===== src/rtl/iowin_pkg.sv =====
package iowin_pkg;
   localparam int unsigned REG_CODE_W = 3;
   localparam int unsigned MAX_BASE   = 4;

   typedef enum logic [REG_CODE_W-1:0] {
      RC_BASE0 = 3'd0,
      RC_BASE1 = 3'd1,
      RC_BASE2 = 3'd2,
      RC_BASE3 = 3'd3,
      RC_MASK  = 3'd4,
      RC_CTRL  = 3'd5
   } reg_code_e;

   // Turn any value into a run of ones from bit 0 up to its highest set bit.
   function automatic logic [31:0] fill_down(input logic [31:0] v);
      logic [31:0] r;
      r = v;
      for (int i = 30; i >= 0; i--) r[i] = r[i] | r[i+1];
      return r;
   endfunction
endpackage


===== src/rtl/iowin_func_regs.sv =====
module iowin_func_regs
   import iowin_pkg::*;
#(
   parameter int unsigned ADDR_W      = 16,
   parameter int unsigned NUM_BASE    = 3,
   parameter bit          LIMIT_FIXED = 1'b0,
   parameter logic [31:0] LIMIT_INIT  = 32'h0
) (
   input  logic                  clk,
   input  logic                  rst_n,
   input  logic                  wr_en,
   input  logic [REG_CODE_W-1:0] sel,
   input  logic [ADDR_W-1:0]     wr_data,
   output logic [ADDR_W-1:0]     rd_data,
   input  logic [ADDR_W-1:0]     addr,
   output logic                  match
);
   localparam logic [ADDR_W-1:0] FIXED_MASK = ADDR_W'(fill_down(LIMIT_INIT));

   logic [ADDR_W-1:0] base_q [NUM_BASE];
   logic [ADDR_W-1:0] mask_q;
   logic [1:0]        ctrl_q;
   logic [NUM_BASE-1:0] win_hit;

   for (genvar b = 0; b < NUM_BASE; b++) begin : g_base
      always_ff @(posedge clk) begin
         if (!rst_n)                                base_q[b] <= '0;
         else if (wr_en && sel == REG_CODE_W'(b))   base_q[b] <= wr_data;
      end
      assign win_hit[b] = ((addr ^ base_q[b]) & ~mask_q) == '0;
   end

   if (LIMIT_FIXED) begin : g_mask_fixed
      assign mask_q = FIXED_MASK;
   end else begin : g_mask_reg
      always_ff @(posedge clk) begin
         if (!rst_n)                      mask_q <= '0;
         else if (wr_en && sel == RC_MASK) mask_q <= ADDR_W'(fill_down(32'(wr_data)));
      end
   end

   always_ff @(posedge clk) begin
      if (!rst_n)                       ctrl_q <= '0;
      else if (wr_en && sel == RC_CTRL) ctrl_q <= wr_data[1:0];
   end

   assign match = (ctrl_q == 2'b11) && (|win_hit);

   always_comb begin
      rd_data = '0;
      if (sel == RC_MASK)                     rd_data = mask_q;
      else if (sel == RC_CTRL)                rd_data = ADDR_W'(ctrl_q);
      else begin
         for (int b = 0; b < NUM_BASE; b++)
            if (sel == REG_CODE_W'(b)) rd_data = base_q[b];
      end
   end
endmodule


===== src/rtl/iowin_prio.sv =====
module iowin_prio #(
   parameter int unsigned N = 2
) (
   input  logic [N-1:0] req,
   output logic [N-1:0] gnt
);
   always_comb begin
      gnt = '0;
      for (int i = N - 1; i >= 0; i--)
         if (req[i]) gnt = N'(1) << i;
   end
endmodule


===== src/rtl/iowin_decoder.sv =====
module iowin_decoder
   import iowin_pkg::*;
#(
   parameter int unsigned ADDR_W      = 16,
   parameter int unsigned NUM_FUNC    = 2,
   parameter int unsigned NUM_BASE    = 3,
   parameter bit          LIMIT_FIXED = 1'b0,
   parameter logic [31:0] LIMIT_INIT  = 32'h0,
   localparam int unsigned FW = (NUM_FUNC > 1) ? $clog2(NUM_FUNC) : 1
) (
   input  logic                  clk,
   input  logic                  rst_n,
   input  logic [ADDR_W-1:0]     io_addr,
   input  logic                  io_strobe,
   input  logic                  reg_we,
   input  logic [FW-1:0]         reg_func,
   input  logic [2:0]            reg_sel,
   input  logic [ADDR_W-1:0]     reg_wdata,
   output logic [ADDR_W-1:0]     reg_rdata,
   output logic [NUM_FUNC-1:0]   fn_sel,
   output logic                  hit
);
   if (NUM_BASE < 1 || NUM_BASE > MAX_BASE) begin : g_bad_base
      $error("NUM_BASE must lie in 1..4");
   end
   if (ADDR_W < 1 || ADDR_W > 32) begin : g_bad_width
      $error("ADDR_W must lie in 1..32");
   end
   if (NUM_FUNC < 1) begin : g_bad_func
      $error("NUM_FUNC must be at least 1");
   end

   logic [NUM_FUNC-1:0] match;
   logic [NUM_FUNC-1:0] winner;
   logic [ADDR_W-1:0]   rd_vec [NUM_FUNC];

   for (genvar f = 0; f < NUM_FUNC; f++) begin : g_func
      iowin_func_regs #(
         .ADDR_W(ADDR_W), .NUM_BASE(NUM_BASE),
         .LIMIT_FIXED(LIMIT_FIXED), .LIMIT_INIT(LIMIT_INIT)
      ) u_regs (
         .clk     (clk),
         .rst_n   (rst_n),
         .wr_en   (reg_we && (32'(reg_func) == f)),
         .sel     (reg_sel),
         .wr_data (reg_wdata),
         .rd_data (rd_vec[f]),
         .addr    (io_addr),
         .match   (match[f])
      );
   end

   iowin_prio #(.N(NUM_FUNC)) u_prio (.req(match), .gnt(winner));

   always_comb begin
      reg_rdata = '0;
      for (int f = 0; f < NUM_FUNC; f++)
         if (32'(reg_func) == f) reg_rdata = rd_vec[f];
   end

   always_ff @(posedge clk) begin
      if (!rst_n) begin
         fn_sel <= '0;
         hit    <= 1'b0;
      end else begin
         fn_sel <= io_strobe ? winner : '0;
         hit    <= io_strobe && (|match);
      end
   end
endmodule


===== config.mk =====
export PLATFORM = sky130hd
export DESIGN_NAME = iowin_decoder
export DESIGN_NICKNAME = d
export VERILOG_FILES = /design/src/rtl/iowin_pkg.sv /design/src/rtl/iowin_func_regs.sv /design/src/rtl/iowin_prio.sv /design/src/rtl/iowin_decoder.sv
export SDC_FILE = /design/constraint.sdc
export NUM_CORES = 1
export LEC_CHECK = 0
export CORE_MARGIN = 8
export CORE_UTILIZATION = 45
export DETAILED_ROUTE_END_ITERATION = 8
export PLACE_DENSITY = 0.66
export SYNTH_ARGS = -nofsm -noshare
export SYNTH_HDL_FRONTEND = slang
export SYNTH_SLANG_ARGS = --single-unit

===== constraint.sdc =====
create_clock -name clk -period 3.8 [get_ports clk]
set_input_delay 0.76 -clock clk [delete_from_list [all_inputs] [get_ports clk]]
set_output_delay 0.76 -clock clk [all_outputs]
set_load 0.01 [all_outputs]

==> results of run 1 <==
[cells in the mapped netlist (all sizes together) (8+ instances only)]
master,number
a21oi,23
a221o,8
a22oi,8
and2,85
buf,10
clkbuf,51
dfxtp,39
edfxtp,96
mux2i,46
nand2,30
nand3,9
nor2,34
nor3,16
nor4,15
o211a,20
o21ai,29
o221ai,8
o22ai,54
xnor2,96
[cell type report]
type                       count  area (sq um)
multi-input combinational    519          3643
timing repair buffer         104         955.9
sequential                   135          3664
tap                          220         275.3
fill                        1452          7382
clock inverter                14         108.9
clock buffer                  18         429.2
inverter                       2         7.507
[logic make-up after synthesis]
logic type	synth area share (%)
xor gates and xnor gates	11.17
AOI/OAI and AO/OA	15.22
and+or+nand+nor	15.49
buffers and inverters	3.357
muxes	6.115
DFF	48.65
[sequential cells by signal, indices dropped and copies added, names as in the netlist]
signal                count
g_func.u_regs.mask_q     32
g_func.u_regs.base_q     96
g_func.u_regs.ctrl_q      4
hit                       1
fn_sel                    2
[critical path, delay by kind of cell]
kind                   cells  cell delay [ps]
AOI/OAI and AO/OA          1              190
buffers and inverters      4             1450
and+or+nand+nor            2              530
[power by group]
group | switching (mW) | leakage, nW | internal (mW)
Combinational | 0.294 | 1.86 | 0.245
Clock | 0.617 | 0.256 | 0.889
Sequential | 0.0725 | 1.23 | 1.65
Total | 0.983 | 3.35 | 2.78
[what timing repair did]
action,4_1_cts,5_1_grt
gates cloned,0,0
resized for setup,1,4
buffers inserted,0,1
endpoints found under the setup margin,1,5
[per-layer routing]
layer  up-vias  part of all wire (%)  GRT usage [%]
li1       2759                     -              -
met1      3039                    43          33.00
met2       329                    45          36.85
met3        40                   9.2          5.815
met4         0                   3.2          11.61
met5         -                     0              0
[per-stage QoR]
step	TNS [ps]	total power, mW	setup WS (ps)
finish	0	3.766	106.1
global route	0	3.880	5.810
CTS	0	3.769	9.781
detailed placement	-7.594	2.279	-7.594
global placement	0	2.273	4.372
floorplan	0	2.034	674.2
[path summary, 6_finish.rpt]
| check | start | end | slack [ps] | cells after the start |
|---|---|---|---|---|
| setup / recovery | reg_sel[0] | reg_rdata[9] | 110 | 7 |
| hold / removal | g_func[0].u_regs.ctrl_q[1] | fn_sel[0] | 510 | 2 |
| setup reg to reg | g_func[0].u_regs.base_q[1][4] | hit | 1720 | 6 |
| hold reg to reg | g_func[0].u_regs.ctrl_q[1] | fn_sel[0] | 510 | 2 |
[cell usage in the layout (no fill, tap or decap), types with 2 or more instances in the layout]
master           netlist  layout
a211oi_1               4       4
a21boi_0               4       4
or2_2                  2       2
xnor2_1               96      96
dfxtp_1               39      39
nor2_2                 0       2
nor2b_1                5       5
nor4_1                15      15
a21oi_1               23      23
nand2b_1               2       2
o21ai_2                0       4
clkinvlp_4             0       3
a22oi_1                8       8
edfxtp_1              96      96
mux2i_1               46      46
clkdlybuf4s50_1        0      53
and2_1                85      85
a221oi_1               6       6
buf_12                 0       2
nand3_1                9       9
o21ai_0               28      22
o211a_1               20      20
a221o_1                8       8
dlymetal6s2s_1         0       3
a31oi_1                4       4
clkinv_1               0       4
nor2_1                34      32
buf_4                  0      43
nor4b_4                2       2
clkbuf_16              0      17
o22ai_1               54      54
o21ai_1                1       3
o221ai_1               8       8
nand3b_1               2       2
nand4_1                2       2
clkinv_2               0       3
inv_1                  2       2
nor3_1                16      15
inv_6                  0       2
nand2_1               29      29
==> impl_metrics.env, run 1 <==
export IMPL_grt_pass1_vias=6056
export IMPL_die_w_um=145.4
export IMPL_yosysTopAreaCellShare_pct=38.29
export IMPL_synth_edf_count=96
export IMPL_powerDensity_nw_per_um2=414.6
export IMPL_vias=6167
export IMPL_outcome="finished clean"
export IMPL_dp_cells=979
export IMPL_final_core_util_pct=55.17
export IMPL_synth_area_leaders="edfxtp_1 38%, xnor2_1 11%, dfxtp_1 10%"
export IMPL_rsz0062_at_grt="no"
export IMPL_setup_viol=0
export IMPL_fmax_mhz=270.7
export IMPL_drive_above_1_share_pct=11.24
export IMPL_maxSlewViolCount=0
export IMPL_ant_nets=0
export IMPL_ys_ff_latch=135
export IMPL_rows=47
export IMPL_syn_area_sq_um=7530
export IMPL_routed_wl_um=26320
export IMPL_dp_hpwl_um=19630
export IMPL_slowest_stage="clkdlybuf4s50_1"
export IMPL_postCtsHoldBufs=0
export IMPL_port_buffers=58
export IMPL_finalNonFillerCells=1012
export IMPL_avgSynthCellArea_sq_um=10.50
export IMPL_groute_usage_overall_pct=24.61
export IMPL_fin_crit_sh_pct=97.21
export IMPL_cp_start_kind="input port"
export IMPL_clkTransAtPathRegs_ps=60
export IMPL_finalHoldViolCount=0
export IMPL_ys_types=39
export IMPL_cts_tree="built"
export IMPL_critPathKind="input port to primary output"
export IMPL_root_buffer="clkbuf_16"
export IMPL_io_pins=59
export IMPL_drtIter0Drc=729
export IMPL_cp_required_ps=3040
export IMPL_cts_sinks=135
export IMPL_syn2layout_area_growth_pct=20.64
export IMPL_avgRoutedWirePerCell_um=26.01
export IMPL_peakVddDrop_mv=0.3211
export IMPL_synth_main_ff_cell="edfxtp_1"
export IMPL_p_leak_nw=3.349
export IMPL_clkLatencyLatePin_ps=420
export IMPL_antenna_found_initial=0
export IMPL_finClkSkew_ps=6.191
export IMPL_crit_fanout=6
export IMPL_final_area_sq_um=9084
export IMPL_hold_class="flop to flop"
export IMPL_synth_nets=757
export IMPL_cp_cell_sequence="clkdlybuf4s50_1 > buf_4 > nand2b_1 > or2_2 > buf_4 > o221ai_1 > clkdlybuf4s50_1"
export IMPL_drc=0
export IMPL_holdWs_ps=506.9
export IMPL_fin_nets=819
export IMPL_grt_first_pass_wirelength_um=38600
export IMPL_maxSlewHeadroom_pct=31.86
export IMPL_diodes=0
export IMPL_maxCapViolCount=0
export IMPL_yosysSeqAreaShare_pct=48.65
export IMPL_clockBufferDepth=2
export IMPL_die_height_um=145.4
export IMPL_ys_async_sr_fraction_pct=0
export IMPL_core_sq_um=16470
export IMPL_grt_ovfl_total=0
export IMPL_ys_warn_count=0
export IMPL_syn_inst=717
export IMPL_slowest_delay_ps=580
export IMPL_tightest_slew_ps=1013
export IMPL_layout_min_cycle_time_ps=3694
export IMPL_yosysTopAreaCell="edfxtp_1"
export IMPL_start_util_pct=45.73
export IMPL_numCtsBuffers=17
export IMPL_die_area_sq_um=21130
export IMPL_gp_congestion=0.9863
export IMPL_htreeDepth=4
export IMPL_grt_max_degree=47
export IMPL_critPathArrivalTime_ps=2930
export IMPL_avgViaCountPerCell=6.094
export IMPL_placed_cell_area_sq_um=8528
export IMPL_firstDrtPassIters=5
export IMPL_end_kind="primary output"
(Power assumes the default switching activity.)
==> run 2: changes to the inputs <==
- ABC_AREA: default -> 1
- RECOVER_POWER: default -> 100
==> run 2 against run 1 <==
Net effect:
- sequential cell count did not move
- clock skew is 2.3 ps higher
- core utilization down 1.0 points
- global-route usage increased by 0.35 points
- die area down 1.8%
- via count rose by 15%
- sequential power about the same
- register-to-register slack improved by 380 ps
- critical path type unchanged
- hold slack better by 23 ps
==> impl_metrics.env, run 2 <==
export IMPL_outcome="finished clean"
export IMPL_core_sq_um=16290
export IMPL_hold_class="flop to flop"
export IMPL_firstDrtPassIters=6
export IMPL_powerDensity_nw_per_um2=416.4
export IMPL_drtIter0Drc=898
export IMPL_grt_first_pass_wirelength_um=37970
export IMPL_groute_usage_overall_pct=24.96
export IMPL_crit_fanout=13
export IMPL_maxSlewHeadroom_pct=19.35
export IMPL_grt_max_degree=39
export IMPL_htreeDepth=4
export IMPL_grt_pass1_vias=6545
export IMPL_synth_area_leaders="edfxtp_1 39%, dfxtp_1 11%, o21ai_0 8.5%"
export IMPL_routed_wl_um=25040
export IMPL_p_leak_nw=3.557
export IMPL_final_cell_mix="136 x nor2_1, 126 x inv_1, 122 x o21ai_0, 121 x nand2_1, 101 x a21oi_1"
export IMPL_slowest_delay_ps=600
export IMPL_switching_share_pct=27.76
export IMPL_finalHoldViolCount=0
export IMPL_cp_cell_sequence="clkdlybuf4s50_1 > inv_2 > nor3_4 > buf_4 > a32o_1 > a221oi_1 > o21ai_0 > clkdlybuf4s50_1"
export IMPL_ys_ff_latch=135
export IMPL_yosysTopAreaCell="edfxtp_1"
export IMPL_vias=7066
export IMPL_port_buffers=58
export IMPL_grt_ovfl_total=0
export IMPL_layout_min_cycle_time_ps=3687
export IMPL_final_area_sq_um=8820
export IMPL_finClkSkew_ps=8.518
export IMPL_diodes=0
export IMPL_yosysTopAreaCellShare_pct=39.08
export IMPL_largest_reg_flops=96
export IMPL_maxSlewViolCount=0
export IMPL_ys_warn_count=0
export IMPL_layout_commonest_cell="nor2_1"
export IMPL_p_sw_mw=1.019
export IMPL_fin_crit_sh_pct=97.03
export IMPL_peakVddDrop_mv=0.3298
export IMPL_critPathKind="input port to primary output"
export IMPL_crit_family="buffers and inverters"
export IMPL_intPower_mw=2.653
export IMPL_cts_tree="built"
export IMPL_rsz0062_at_grt="no"
export IMPL_fill_cells=1535
export IMPL_reg_top3="g_func.u_regs.base_q x96, g_func.u_regs.mask_q x32, g_func.u_regs.ctrl_q x4"
export IMPL_avgViaCountPerCell=5.754
export IMPL_setup_viol=0
export IMPL_syn_inst=921
export IMPL_yosysSeqAreaShare_pct=49.66
export IMPL_fin_nets=1035
export IMPL_seq_power_share_pct=46.3
export IMPL_drive_above_1_share_pct=7.242
export IMPL_numCtsBuffers=17
export IMPL_syn_area_sq_um=7377
export IMPL_ant_nets=0
export IMPL_antenna_found_initial=0
export IMPL_rows=47
export IMPL_synth_nets=961
export IMPL_clkTransAtPathRegs_ps=60
export IMPL_clkLatencyLatePin_ps=430
export IMPL_yosysMostFrequentCell="nor2_1"
export IMPL_dp_cells=1196
export IMPL_drc=0
export IMPL_io_pins=59
export IMPL_end_kind="primary output"
export IMPL_clockBufferDepth=2
export IMPL_die_height_um=144.0
export IMPL_slowest_stage="clkdlybuf4s50_1"
export IMPL_avgRoutedWirePerCell_um=20.39
export IMPL_cp_required_ps=3040
export IMPL_critPathMostFrequentCell="clkdlybuf4s50_1"
export IMPL_finalNonFillerCells=1228
export IMPL_cts_sinks=135
export IMPL_synth_edf_count=96
export IMPL_gp_congestion=0.9414
export IMPL_synth_main_ff_cell="edfxtp_1"
export IMPL_combPwrFrac_pct=12.7
export IMPL_ys_async_sr_fraction_pct=0
export IMPL_avgSynthCellArea_sq_um=8.010
export IMPL_cp_start_kind="input port"
export IMPL_fmax_mhz=271.2
export IMPL_critPathArrivalTime_ps=2930
export IMPL_top_register="g_func.u_regs.base_q"
export IMPL_ys_types=35
export IMPL_p_clk_share_pct=41.1
export IMPL_die_w_um=144.0
export IMPL_fin_setup_tns_ps=0
export IMPL_die_area_sq_um=20750
export IMPL_root_buffer="clkbuf_16"
export IMPL_tightest_slew_ps=1197
export IMPL_crit_buf_inv=4
export IMPL_placed_cell_area_sq_um=8354
export IMPL_start_util_pct=45.29
export IMPL_dp_hpwl_um=17630
export IMPL_syn2layout_area_growth_pct=19.56
export IMPL_synth_commonest_cells="133 x nor2_1, 125 x inv_1, 125 x o21ai_0"
export IMPL_maxCapViolCount=0
run 2: routing by layer:
layer	vias to the layer above	GRT usage, %	wire, um	share of wire, %
met4	0	12.40	972	3.9
met1	3291	34.32	10620	42
met2	402	37.12	10890	43
met3	63	4.391	2565	10
li1	3310	-	-	-
met5	-	0	0	0
run 2: what timing repair did:
item,in CTS,in global routing
hold buffers,0,0
buffers inserted,0,0
setup endpoints to repair,0,10
resized for setup,0,9
run 2: metrics by stage:
stage               hold WS [ps]  util, %  power (mW)  worst slack, ps
floorplan                  461.6        -       1.963            829.5
global placement           510.9    51.29       2.182            88.50
detailed placement         517.6    51.29       2.186            88.40
CTS                        532.3    54.56       3.678            63.34
global route               573.3    54.14       3.793            4.464
finish                     529.8    54.14       3.673            112.9
run 2: cell type report:
class                   count  area, sq um  share of cell area (%)
flip-flops and latches    135         3664                   41.54
clock inverters            13        100.1                   1.135
inverters                 136        516.7                   5.859
well taps                 220        275.3                   3.121
clock buffers              19        432.9                   4.908
repair buffers             92        810.8                   9.193
multi-input cells         613         3020                   34.25
run 2: logic make-up (layout without fill, tap and decap cells):
kind of cell	after synthesis	count (layout)	synth area share, %
AOI/OAI and AO/OA	282	282	21.15
xor gates and xnor gates	8	8	0.9498
and+or+nand+nor	323	323	19.03
buffers and inverters	173	260	9.210
DFF	135	135	49.66
run 2: final timing paths:
path                                               startpoint                          end  slack, ps  cells past startpoint
worst max register to register  g_func[1].u_regs.base_q[1][0]                    fn_sel[1]       2100                      7
worst min register to register    g_func[0].u_regs.mask_q[12]  g_func[0].u_regs.mask_q[12]        530                      2
worst max-delay path                               reg_sel[0]                reg_rdata[15]        110                      8
worst min-delay path              g_func[0].u_regs.mask_q[12]  g_func[0].u_regs.mask_q[12]        530                      2
run 2: power by group through the flow:
| stage | combinational [mW] | clock (mW) | sequential (mW) |
|---|---|---|---|
| global route | 0.504 | 1.58 | 1.71 |
| CTS | 0.461 | 1.52 | 1.70 |
| global placement | 0.457 | 0 | 1.73 |
| floorplan | 0.251 | 0 | 1.71 |
| finish | 0.465 | 1.51 | 1.70 |
| detailed placement | 0.459 | 0 | 1.73 |
run 2: worst register-to-register path: stages (launching register included):
cell	delay (ps)
edfxtp_1	420
o21ai_0	300
nand4_1	210
nor4_1	310
nand2_1	90
nand3_1	140
nand2_1	80
nor2_1	100
